File: src/rtl/bcs_pkg.sv
package bcs_pkg;
  // burst length codes as decoded by the sequencer
  typedef enum logic [2:0] {
    LEN_1    = 3'b000,
    LEN_2    = 3'b001,
    LEN_4    = 3'b010,
    LEN_8    = 3'b011,
    LEN_PAGE = 3'b111
  } len_code_e;

  localparam int unsigned LEN_CODE_W = 3;
endpackage

File: src/rtl/bcs_len_decode.sv
module bcs_len_decode
  import bcs_pkg::*;
#(
  parameter int unsigned COL_W = 9
) (
  input  logic [LEN_CODE_W-1:0] code,
  output logic [COL_W-1:0]      len_mask,
  output logic                  full_page,
  output logic                  single
);
  always_comb begin
    len_mask  = '0;
    full_page = 1'b0;
    unique case (len_code_e'(code))
      LEN_2:    len_mask = COL_W'(1);
      LEN_4:    len_mask = COL_W'(3);
      LEN_8:    len_mask = COL_W'(7);
      LEN_PAGE: begin
        len_mask  = '1;
        full_page = 1'b1;
      end
      default:  len_mask = '0;
    endcase
    single = (len_mask == '0);
  end
endmodule

File: src/rtl/bcs_beat_ctrl.sv
module bcs_beat_ctrl #(
  parameter int unsigned COL_W = 9
) (
  input  logic             clk,
  input  logic             rst_n,
  input  logic             cmd_valid,
  input  logic [COL_W-1:0] cmd_col,
  input  logic             term,
  input  logic [COL_W-1:0] dec_mask,
  input  logic             dec_fp,
  input  logic             dec_single,
  input  logic             dec_ilv,
  output logic             act_q,
  output logic [COL_W-1:0] idx_q,
  output logic [COL_W-1:0] start_q,
  output logic [COL_W-1:0] mask_q,
  output logic             fp_q,
  output logic             ilv_q,
  output logic             last_beat
);
  // last beat of a fixed burst: index reached length-1, which equals the mask
  assign last_beat = act_q && !fp_q && (idx_q == mask_q);

  always_ff @(posedge clk) begin
    if (!rst_n) begin
      act_q   <= 1'b0;
      idx_q   <= '0;
      start_q <= '0;
      mask_q  <= '0;
      fp_q    <= 1'b0;
      ilv_q   <= 1'b0;
    end else if (cmd_valid) begin
      act_q   <= !dec_single;
      idx_q   <= COL_W'(1);
      start_q <= cmd_col;
      mask_q  <= dec_mask;
      fp_q    <= dec_fp;
      ilv_q   <= dec_ilv && !dec_fp;
    end else if (act_q) begin
      if (term || last_beat) begin
        act_q <= 1'b0;
      end else begin
        idx_q <= idx_q + COL_W'(1);
      end
    end
  end


  mode_hold_chk: assert property (@(posedge clk) disable iff (!rst_n)
    !cmd_valid |=> ($stable(mask_q) && $stable(ilv_q) && $stable(fp_q) && $stable(start_q)));


  fp_never_last_chk: assert property (@(posedge clk) disable iff (!rst_n)
    fp_q |-> !last_beat);
endmodule

File: src/rtl/bcs_addr_gen.sv
module bcs_addr_gen #(
  parameter int unsigned COL_W = 9
) (
  input  logic [COL_W-1:0] start,
  input  logic [COL_W-1:0] idx,
  input  logic [COL_W-1:0] mask,
  input  logic             ilv,
  output logic [COL_W-1:0] col
);
  // sequential with wrap inside the aligned block; all-ones mask = full page
  function automatic logic [COL_W-1:0] seq_wrap(
    input logic [COL_W-1:0] s, input logic [COL_W-1:0] i, input logic [COL_W-1:0] m);
    logic [COL_W-1:0] sum;
    sum = s + i;
    return (s & ~m) | (sum & m);
  endfunction

  function automatic logic [COL_W-1:0] ilv_mix(
    input logic [COL_W-1:0] s, input logic [COL_W-1:0] i, input logic [COL_W-1:0] m);
    return s ^ (i & m);
  endfunction

  logic [COL_W-1:0] seq_col;
  logic [COL_W-1:0] mix_col;

  assign seq_col = seq_wrap(start, idx, mask);
  assign mix_col = ilv_mix(start, idx, mask);
  assign col     = ilv ? mix_col : seq_col;
endmodule

File: src/rtl/burst_col_seq.sv
module burst_col_seq
  import bcs_pkg::*;
#(
  parameter int unsigned COL_W = 9
) (
  input  logic                  clk,
  input  logic                  rst_n,
  input  logic                  cmd_valid,
  input  logic [COL_W-1:0]      cmd_col,
  input  logic [LEN_CODE_W-1:0] len_code,
  input  logic                  order_ilv,
  input  logic                  term,
  output logic [COL_W-1:0]      col_out,
  output logic                  beat_valid,
  output logic                  burst_done
);
  logic [COL_W-1:0] dec_mask;
  logic             dec_fp;
  logic             dec_single;
  logic             act_q;
  logic [COL_W-1:0] idx_q;
  logic [COL_W-1:0] start_q;
  logic [COL_W-1:0] mask_q;
  logic             fp_q;
  logic             ilv_q;
  logic             last_beat;
  logic [COL_W-1:0] gen_col;

  // named events for the properties
  logic cont_beat;
  logic term_cut;

  bcs_len_decode #(.COL_W(COL_W)) dec_i (
    .code      (len_code),
    .len_mask  (dec_mask),
    .full_page (dec_fp),
    .single    (dec_single)
  );

  bcs_beat_ctrl #(.COL_W(COL_W)) ctrl_i (
    .clk        (clk),
    .rst_n      (rst_n),
    .cmd_valid  (cmd_valid),
    .cmd_col    (cmd_col),
    .term       (term),
    .dec_mask   (dec_mask),
    .dec_fp     (dec_fp),
    .dec_single (dec_single),
    .dec_ilv    (order_ilv),
    .act_q      (act_q),
    .idx_q      (idx_q),
    .start_q    (start_q),
    .mask_q     (mask_q),
    .fp_q       (fp_q),
    .ilv_q      (ilv_q),
    .last_beat  (last_beat)
  );

  bcs_addr_gen #(.COL_W(COL_W)) gen_i (
    .start (start_q),
    .idx   (idx_q),
    .mask  (mask_q),
    .ilv   (ilv_q),
    .col   (gen_col)
  );

  assign cont_beat  = act_q && !term && !cmd_valid;
  assign term_cut   = act_q && term && !cmd_valid;

  assign beat_valid = cmd_valid || cont_beat;
  assign col_out    = cmd_valid ? cmd_col : gen_col;
  assign burst_done = cmd_valid ? dec_single : (cont_beat && last_beat);


  cmd_beat_chk: assert property (@(posedge clk) disable iff (!rst_n)
    cmd_valid |-> (beat_valid && col_out == cmd_col));


  done_beat_chk: assert property (@(posedge clk) disable iff (!rst_n)
    burst_done |-> beat_valid);


  fp_no_done_chk: assert property (@(posedge clk) disable iff (!rst_n)
    (cont_beat && fp_q) |-> !burst_done);


  beat_gapless_chk: assert property (@(posedge clk) disable iff (!rst_n)
    (beat_valid && !burst_done) |=> (beat_valid || term));


  term_stop_chk: assert property (@(posedge clk) disable iff (!rst_n)
    term_cut |=> (!beat_valid || cmd_valid));


  upper_fixed_chk: assert property (@(posedge clk) disable iff (!rst_n)
    (cont_beat && !fp_q) |-> (((col_out ^ $past(col_out)) & ~mask_q) == '0));


  fp_step_chk: assert property (@(posedge clk) disable iff (!rst_n)
    (cont_beat && fp_q) |-> (col_out == $past(col_out) + COL_W'(1)));
endmodule

File: config.mk
export PLATFORM = sky130hd
export DESIGN_NAME = burst_col_seq
export DESIGN_NICKNAME = d
export VERILOG_FILES = /design/src/rtl/bcs_pkg.sv /design/src/rtl/bcs_len_decode.sv /design/src/rtl/bcs_beat_ctrl.sv /design/src/rtl/bcs_addr_gen.sv /design/src/rtl/burst_col_seq.sv
export SDC_FILE = /design/constraint.sdc
export NUM_CORES = 1
export LEC_CHECK = 0
export ABC_AREA = 1
export BUFFER_PORTS_ARGS = -buffer_cell sky130_fd_sc_hd__buf_4
export CAP_MARGIN = 15
export CORE_UTILIZATION = 35
export CTS_CLUSTER_SIZE = 25
export DETAILED_ROUTE_END_ITERATION = 7
export GPL_ROUTABILITY_DRIVEN = 0
export PLACE_DENSITY_LB_ADDON = 0.25
export SYNTH_ARGS = -nofsm -noshare
export SYNTH_HDL_FRONTEND = slang
export SYNTH_SLANG_ARGS = --single-unit
File: constraint.sdc
create_clock -name clk -period 2 [get_ports clk]
set_input_delay 0.2 -clock clk [delete_from_list [all_inputs] [get_ports clk]]
set_output_delay 0.2 -clock clk [all_outputs]
set_load 0.005 [all_outputs]
==> results of run 1 <==
==> power breakdown <==
| group | switching (mW) | total, mW | internal, mW |
|---|---|---|---|
| clock network | 0.180 | 0.357 | 0.177 |
| registers | 0.0277 | 0.526 | 0.499 |
| logic | 0.147 | 0.278 | 0.131 |
| total | 0.355 | 1.16 | 0.806 |
==> sequential cells by signal (all words and copies together) (netlist names) <==
register / flops
ctrl_i.act_q: 1
ctrl_i.start_q: 9
ctrl_i.mask_q: 4
ctrl_i.idx_q: 9
ctrl_i.ilv_q: 1
==> worst max-delay path: stages (launching register included) <==
cell,delay (ns)
dfxtp_2,0.37
ha_4,0.14
inv_2,0.03
fa_2,0.35
inv_2,0.06
nand3_2,0.07
nand2_4,0.09
nand2_2,0.06
nand3_1,0.07
nand3_1,0.07
nand2_1,0.06
nand2_1,0.04
nand2_1,0.05
nand2_1,0.04
buf_4,0.13
==> layout make-up <==
cell class,count,area (um^2)
clock buffer,4,55.1
inverter,39,146
timing repair buffer,39,300
sequential,24,504
multi-input combinational,217,1420
tap,70,87.6
fill,526,2720
==> synthesized netlist by cell type <==
library cell | instances | area [um^2]
nand2_1 | 79 | 297
inv_1 | 33 | 124
a21oi_1 | 24 | 120
dfxtp_1 | 24 | 480
ha_1 | 18 | 225
o21ai_0 | 17 | 85.1
nand3_1 | 12 | 60.1
nor2_1 | 12 | 45.0
o22ai_1 | 9 | 56.3
a21oi_2 | 7 | 61.3
o21ai_1 | 7 | 35.0
inv_2 | 6 | 22.5
xor2_1 | 6 | 52.6
nand2_2 | 4 | 25.0
nor3_2 | 4 | 40.0
xnor2_1 | 4 | 35.0
buf_2 | 3 | 15.0
clkbuf_1 | 2 | 7.51
nand3b_1 | 2 | 15.0
or2_1 | 2 | 12.5
a211oi_1 | 1 | 7.51
a211oi_2 | 1 | 12.5
a31oi_1 | 1 | 6.26
buf_12 | 1 | 20.0
buf_6 | 1 | 11.3
fa_1 | 1 | 20.0
nand2_4 | 1 | 11.3
nand3_2 | 1 | 10.0
nand4_1 | 1 | 6.26
nor2_2 | 1 | 6.26
nor3b_2 | 1 | 12.5
o211ai_1 | 1 | 7.51
==> worst max-delay path by stage <==
stage	startpoint	endpoint	slack [ns]	cells past startpoint
3_5_place_dp	ctrl_i.start_q[0]	col_out[8]	0.04	14
2_1_floorplan	ctrl_i.idx_q[0]	col_out[8]	0.15	14
5_1_grt	ctrl_i.start_q[0]	col_out[6]	-0.26	15
6_report	ctrl_i.start_q[0]	col_out[8]	-0.11	14
3_3_place_gp	ctrl_i.start_q[0]	col_out[8]	0.09	14
4_1_cts	ctrl_i.start_q[0]	col_out[8]	-0.13	14
==> cell families (layout without fill, tap and decap cells) <==
logic type	count (synthesis)	in the layout	share of synthesized area, %
AO/OA/AOI/OAI	68	68	20.1
XOR/XNOR	10	10	4.50
buffers and inverters	46	82	10.3
flip-flops	24	24	24.7
adder cells (fa/ha/maj)	19	19	12.6
AND/OR/NAND/NOR	120	120	27.8
==> stage by stage <==
step	hold slack [ns]	std cells	utilization [%]	power, mW	TNS, ns
4_1_cts	0.131	392	46.3	1.17	-0.282
2_1_floorplan	0.304	287	-	0.687	0
5_1_grt	0.143	393	48.0	1.23	-1.02
3_3_place_gp	0.430	387	43.1	0.788	0
6_report	0.135	393	48.0	1.16	-0.265
3_5_place_dp	0.431	387	43.1	0.790	0
==> layer usage <==
metal	share of wire (%)	vias up	GRT usage (%)
met5	0	-	0
met3	3.1	4	2.99
met1	49	857	24.3
met4	0.63	0	4.23
met2	48	19	31.5
li1	-	1016	-
==> timing repair <==
action,CTS,global route
gates resized for setup,23,25
endpoints found under the setup margin,7,9
hold endpoints to repair,0,0
buffers inserted,1,1
pin swaps,6,8
==> flow_metrics.env, run 1 <==
export IMPL_p_per_area_nw_per_um2=462
export IMPL_cts_tree="built"
export IMPL_start_util_pct=37.1
export IMPL_netlist_area_um2=1950
export IMPL_setup_slack_ns=-0.114
export IMPL_cts_hold_fix_buffers=0
export IMPL_arrival_ns=1.91
export IMPL_hold_path_startpoint="rst_n"
export IMPL_portBuffers=27
export IMPL_fin_crit_sh_pct=106
export IMPL_skew_ns=0.0109
export IMPL_avgSynthCellArea_um2=6.78
export IMPL_syn_num_nets=323
export IMPL_cts_buffers=3
export IMPL_clock_sinks=24
export IMPL_slew_limit_headroom_pct=70.2
export IMPL_final_nets=360
export IMPL_grt_pass1_wl_um=8690
export IMPL_hold_violations=0
export IMPL_dp_slack_ns=0.0441
export IMPL_ios=28
export IMPL_ys_types=32
export IMPL_core_um2=5240
export IMPL_synth_warnings=0
export IMPL_die_y_um=76.6
export IMPL_dr_pass1_iters=4
export IMPL_final_cell_area_um2=2510
export IMPL_rr_startpoint="ctrl_i.idx_q[3]"
export IMPL_worstHoldPathCells=3
export IMPL_row_count=26
export IMPL_root_buffer="clkbuf_8"
export IMPL_min_period_ns=2.11
export IMPL_worst_pin_slew_ns=0.446
export IMPL_rsz0062_at_grt="yes"
export IMPL_holdPathEnd="ctrl_i.idx_q[0]"
export IMPL_leakage_nw=1.14
export IMPL_seq_area_frac_synth_pct=24.7
export IMPL_drive_gt1_share_pct=34.1
export IMPL_grtUsageTotal_pct=18.5
export IMPL_critPathRequiredTime_ns=1.80
export IMPL_status="finished with violations"
export IMPL_antenna_left=0
export IMPL_area_delta_synth_final_pct=29.2
export IMPL_clock_latency_ns=0.28
export IMPL_r2r_cells=10
export IMPL_crit_fanout=3
export IMPL_max_freq_mhz=473
export IMPL_crit_type="reg -> out"
export IMPL_timing_critical_path_from_type="flip-flop"
export IMPL_violations="negative setup slack"
export IMPL_r2r_end="ctrl_i.idx_q[7]"
export IMPL_drv_slew=0
export IMPL_drc_errors=0
export IMPL_htreeDepth=1
export IMPL_placed_cell_area_um2=2260
export IMPL_routed_via_count=1896
export IMPL_grt_ovfl_total=0
export IMPL_post_drt_wl_per_cell_um=12.9
export IMPL_cap_violations=0
export IMPL_antenna_found_initial=0
export IMPL_dieWidth_um=76.6
export IMPL_wl_um=5080
export IMPL_n_antenna_cell=0
export IMPL_synth_seq_cells=24
export IMPL_dr_first_iter_drc_count=79
export IMPL_layout_common_cells="nand2_1, buf_4, inv_1, a21oi_1, o21ai_0"
export IMPL_hold_path_class="in -> reg"
export IMPL_grt_max_degree=20
export IMPL_setup_violations=3
export IMPL_vias_per_cell=4.82
export IMPL_peakVddDrop_mv=0.279
export IMPL_clkTransAtPathRegs_ns=0.10
export IMPL_clk_path_buf_depth=2
export IMPL_synth_cells=287
export IMPL_worstSetupEndpointType="primary output"
export IMPL_final_common_cell="nand2_1"
export IMPL_grt_pass1_vias=1801
export IMPL_hpwl_um=3590
export IMPL_die_area_um2=5860
export IMPL_rrSetupSlack_ns=0.29
No activity file was read; power rests on OpenSTA's default activity.
==> inputs of run 2 (changes only) <==
Settings changed: BUFFER_PORTS_ARGS -buffer_cell sky130_fd_sc_hd__buf_4 to -buffer_cell sky130_fd_sc_hd__clkbuf_2.
==> flow_metrics.env, run 2 (same netlist as run 1, synthesis figures left out) <==
export IMPL_cp_common_cell="nand2_1"
export IMPL_critPathRequiredTime_ns=1.80
export IMPL_final_nets=364
export IMPL_status="finished with violations"
export IMPL_grt_pass1_vias=1855
export IMPL_n_antenna_cell=0
export IMPL_slowest_delay_ns=0.36
export IMPL_clock_sinks=24
export IMPL_routed_via_count=1927
export IMPL_sequentialPowerShare_pct=46.4
export IMPL_root_buffer="clkbuf_8"
export IMPL_pwr_share_comb_pct=23.0
export IMPL_arrival_ns=1.92
export IMPL_die_y_um=76.6
export IMPL_vias_per_cell=4.85
export IMPL_rsz0062_at_grt="yes"
export IMPL_pwr_share_clk_pct=30.5
export IMPL_grt_max_degree=20
export IMPL_cts_hold_fix_buffers=0
export IMPL_grt_pass1_wl_um=8420
export IMPL_min_period_ns=2.12
export IMPL_num_fill_cells=539
export IMPL_drc_errors=0
export IMPL_cap_violations=0
export IMPL_leakage_nw=1.14
export IMPL_setup_slack_ns=-0.125
export IMPL_worstSetupEndpointType="primary output"
export IMPL_clkTransAtPathRegs_ns=0.10
export IMPL_dr_first_iter_drc_count=86
export IMPL_layout_common_cells="nand2_1, inv_1, clkbuf_2, a21oi_1, o21ai_0"
export IMPL_violations="negative setup slack"
export IMPL_grtUsageTotal_pct=17.8
export IMPL_worst_pin_slew_ns=0.462
export IMPL_drv_slew=0
export IMPL_p_per_area_nw_per_um2=454
export IMPL_core_um2=5240
export IMPL_row_count=26
export IMPL_switching_power_mw=0.341
export IMPL_peakVddDrop_mv=0.310
export IMPL_slew_limit_headroom_pct=69.1
export IMPL_timing_critical_path_from_type="flip-flop"
export IMPL_dr_pass1_iters=4
export IMPL_final_cell_area_um2=2480
export IMPL_cts_tree="built"
export IMPL_multi_input_area_um2=1410
export IMPL_regArea_um2=515
export IMPL_antenna_found_initial=0
export IMPL_max_freq_mhz=471
export IMPL_p_int_mw=0.785
export IMPL_wl_um=5110
export IMPL_netSwitchingFraction_pct=30.3
export IMPL_finalNonFillerCells=397
export IMPL_largestRegisters="ctrl_i.idx_q x9, ctrl_i.start_q x9, ctrl_i.mask_q x4"
export IMPL_placed_cell_area_um2=2180
export IMPL_crit_slowest_cell="dfxtp_2"
export IMPL_htreeDepth=1
export IMPL_dp_cells=386
export IMPL_antenna_left=0
export IMPL_area_delta_synth_final_pct=27.4
export IMPL_dieWidth_um=76.6
export IMPL_hpwl_um=3650
export IMPL_holdWs_ns=0.156
export IMPL_cp_cell_sequence="ha_4 -> inv_2 -> fa_2 -> inv_2 -> nand3_2 -> nand2_4 -> nand2_2 -> nand2_1 -> nand2_1 -> nand3_1 -> nand2_1 -> nand2_1 -> nand2_1 -> nand2_1 -> clkbuf_2"
export IMPL_grt_ovfl_total=0
export IMPL_hold_violations=0
export IMPL_cts_buffers=3
export IMPL_clk_path_buf_depth=2
export IMPL_clock_latency_ns=0.28
export IMPL_setup_violations=3
export IMPL_crit_type="reg -> out"
export IMPL_ios=28
export IMPL_final_common_cell="nand2_1"
export IMPL_start_util_pct=37.1
export IMPL_hold_path_class="in -> reg"
export IMPL_drive_gt1_share_pct=35.5
export IMPL_skew_ns=0.0130
export IMPL_fin_crit_sh_pct=106
export IMPL_portBuffers=27
export IMPL_die_area_um2=5860
export IMPL_post_drt_wl_per_cell_um=12.9
export IMPL_crit_fanout=3
-- run 2: path summary, 6_finish.rpt --
check | from | end | slack (ns) | cells past startpoint
max reg2reg | ctrl_i.idx_q[2] | ctrl_i.idx_q[3] | 0.31 | 10
min reg2reg | ctrl_i.mask_q[0] | ctrl_i.mask_q[0] | 0.49 | 2
min | order_ilv | ctrl_i.ilv_q | 0.16 | 3
max | ctrl_i.start_q[0] | col_out[8] | -0.12 | 15
-- run 2: power by group through the flow --
stage	logic (mW)	clock network, mW	registers [mW]
finish	0.259	0.344	0.523
global route	0.293	0.378	0.527
CTS	0.248	0.353	0.525
detailed placement	0.239	0	0.532
global placement	0.237	0	0.532
floorplan	0.162	0	0.526
-- run 2: what timing repair did --
item,4_1_cts,5_1_grt
pin swaps,5,19
gates resized for setup,17,36
endpoints found under the setup margin,7,8
buffers inserted,2,5
-- run 2: final cells by class --
class,instances,area share (%)
multi-input cells,217,56.9
flip-flops and latches,24,20.8
repair buffers,43,10.6
inverters,39,5.91
well taps,70,3.53
clock buffers,4,2.22
-- run 2: per-stage QoR --
step	power, mW	setup TNS (ns)	setup slack (ns)	util (%)
2_1_floorplan	0.687	0	0.154	-
3_3_place_gp	0.769	0	0.0746	41.7
3_5_place_dp	0.771	0	0.0383	41.7
4_1_cts	1.13	-0.341	-0.150	44.4
5_1_grt	1.20	-0.830	-0.255	47.3
6_report	1.13	-0.284	-0.125	47.3
-- run 2: layer usage --
metal  track usage (%)  part of all wire, %  up-vias
met5                 0                    0        -
met4              4.81                 0.57        0
met3              2.75                  3.3        4
met2              30.7                   48       23
met1              22.9                   48      877
li1                  -                    -     1023
-- run 2: worst max-delay path, delay by kind of cell, from the launching register on --
family,cells,cell delay (ns)
simple gates,10,0.61
fa+ha+maj,2,0.48
flops,1,0.36
buf+inv,3,0.19
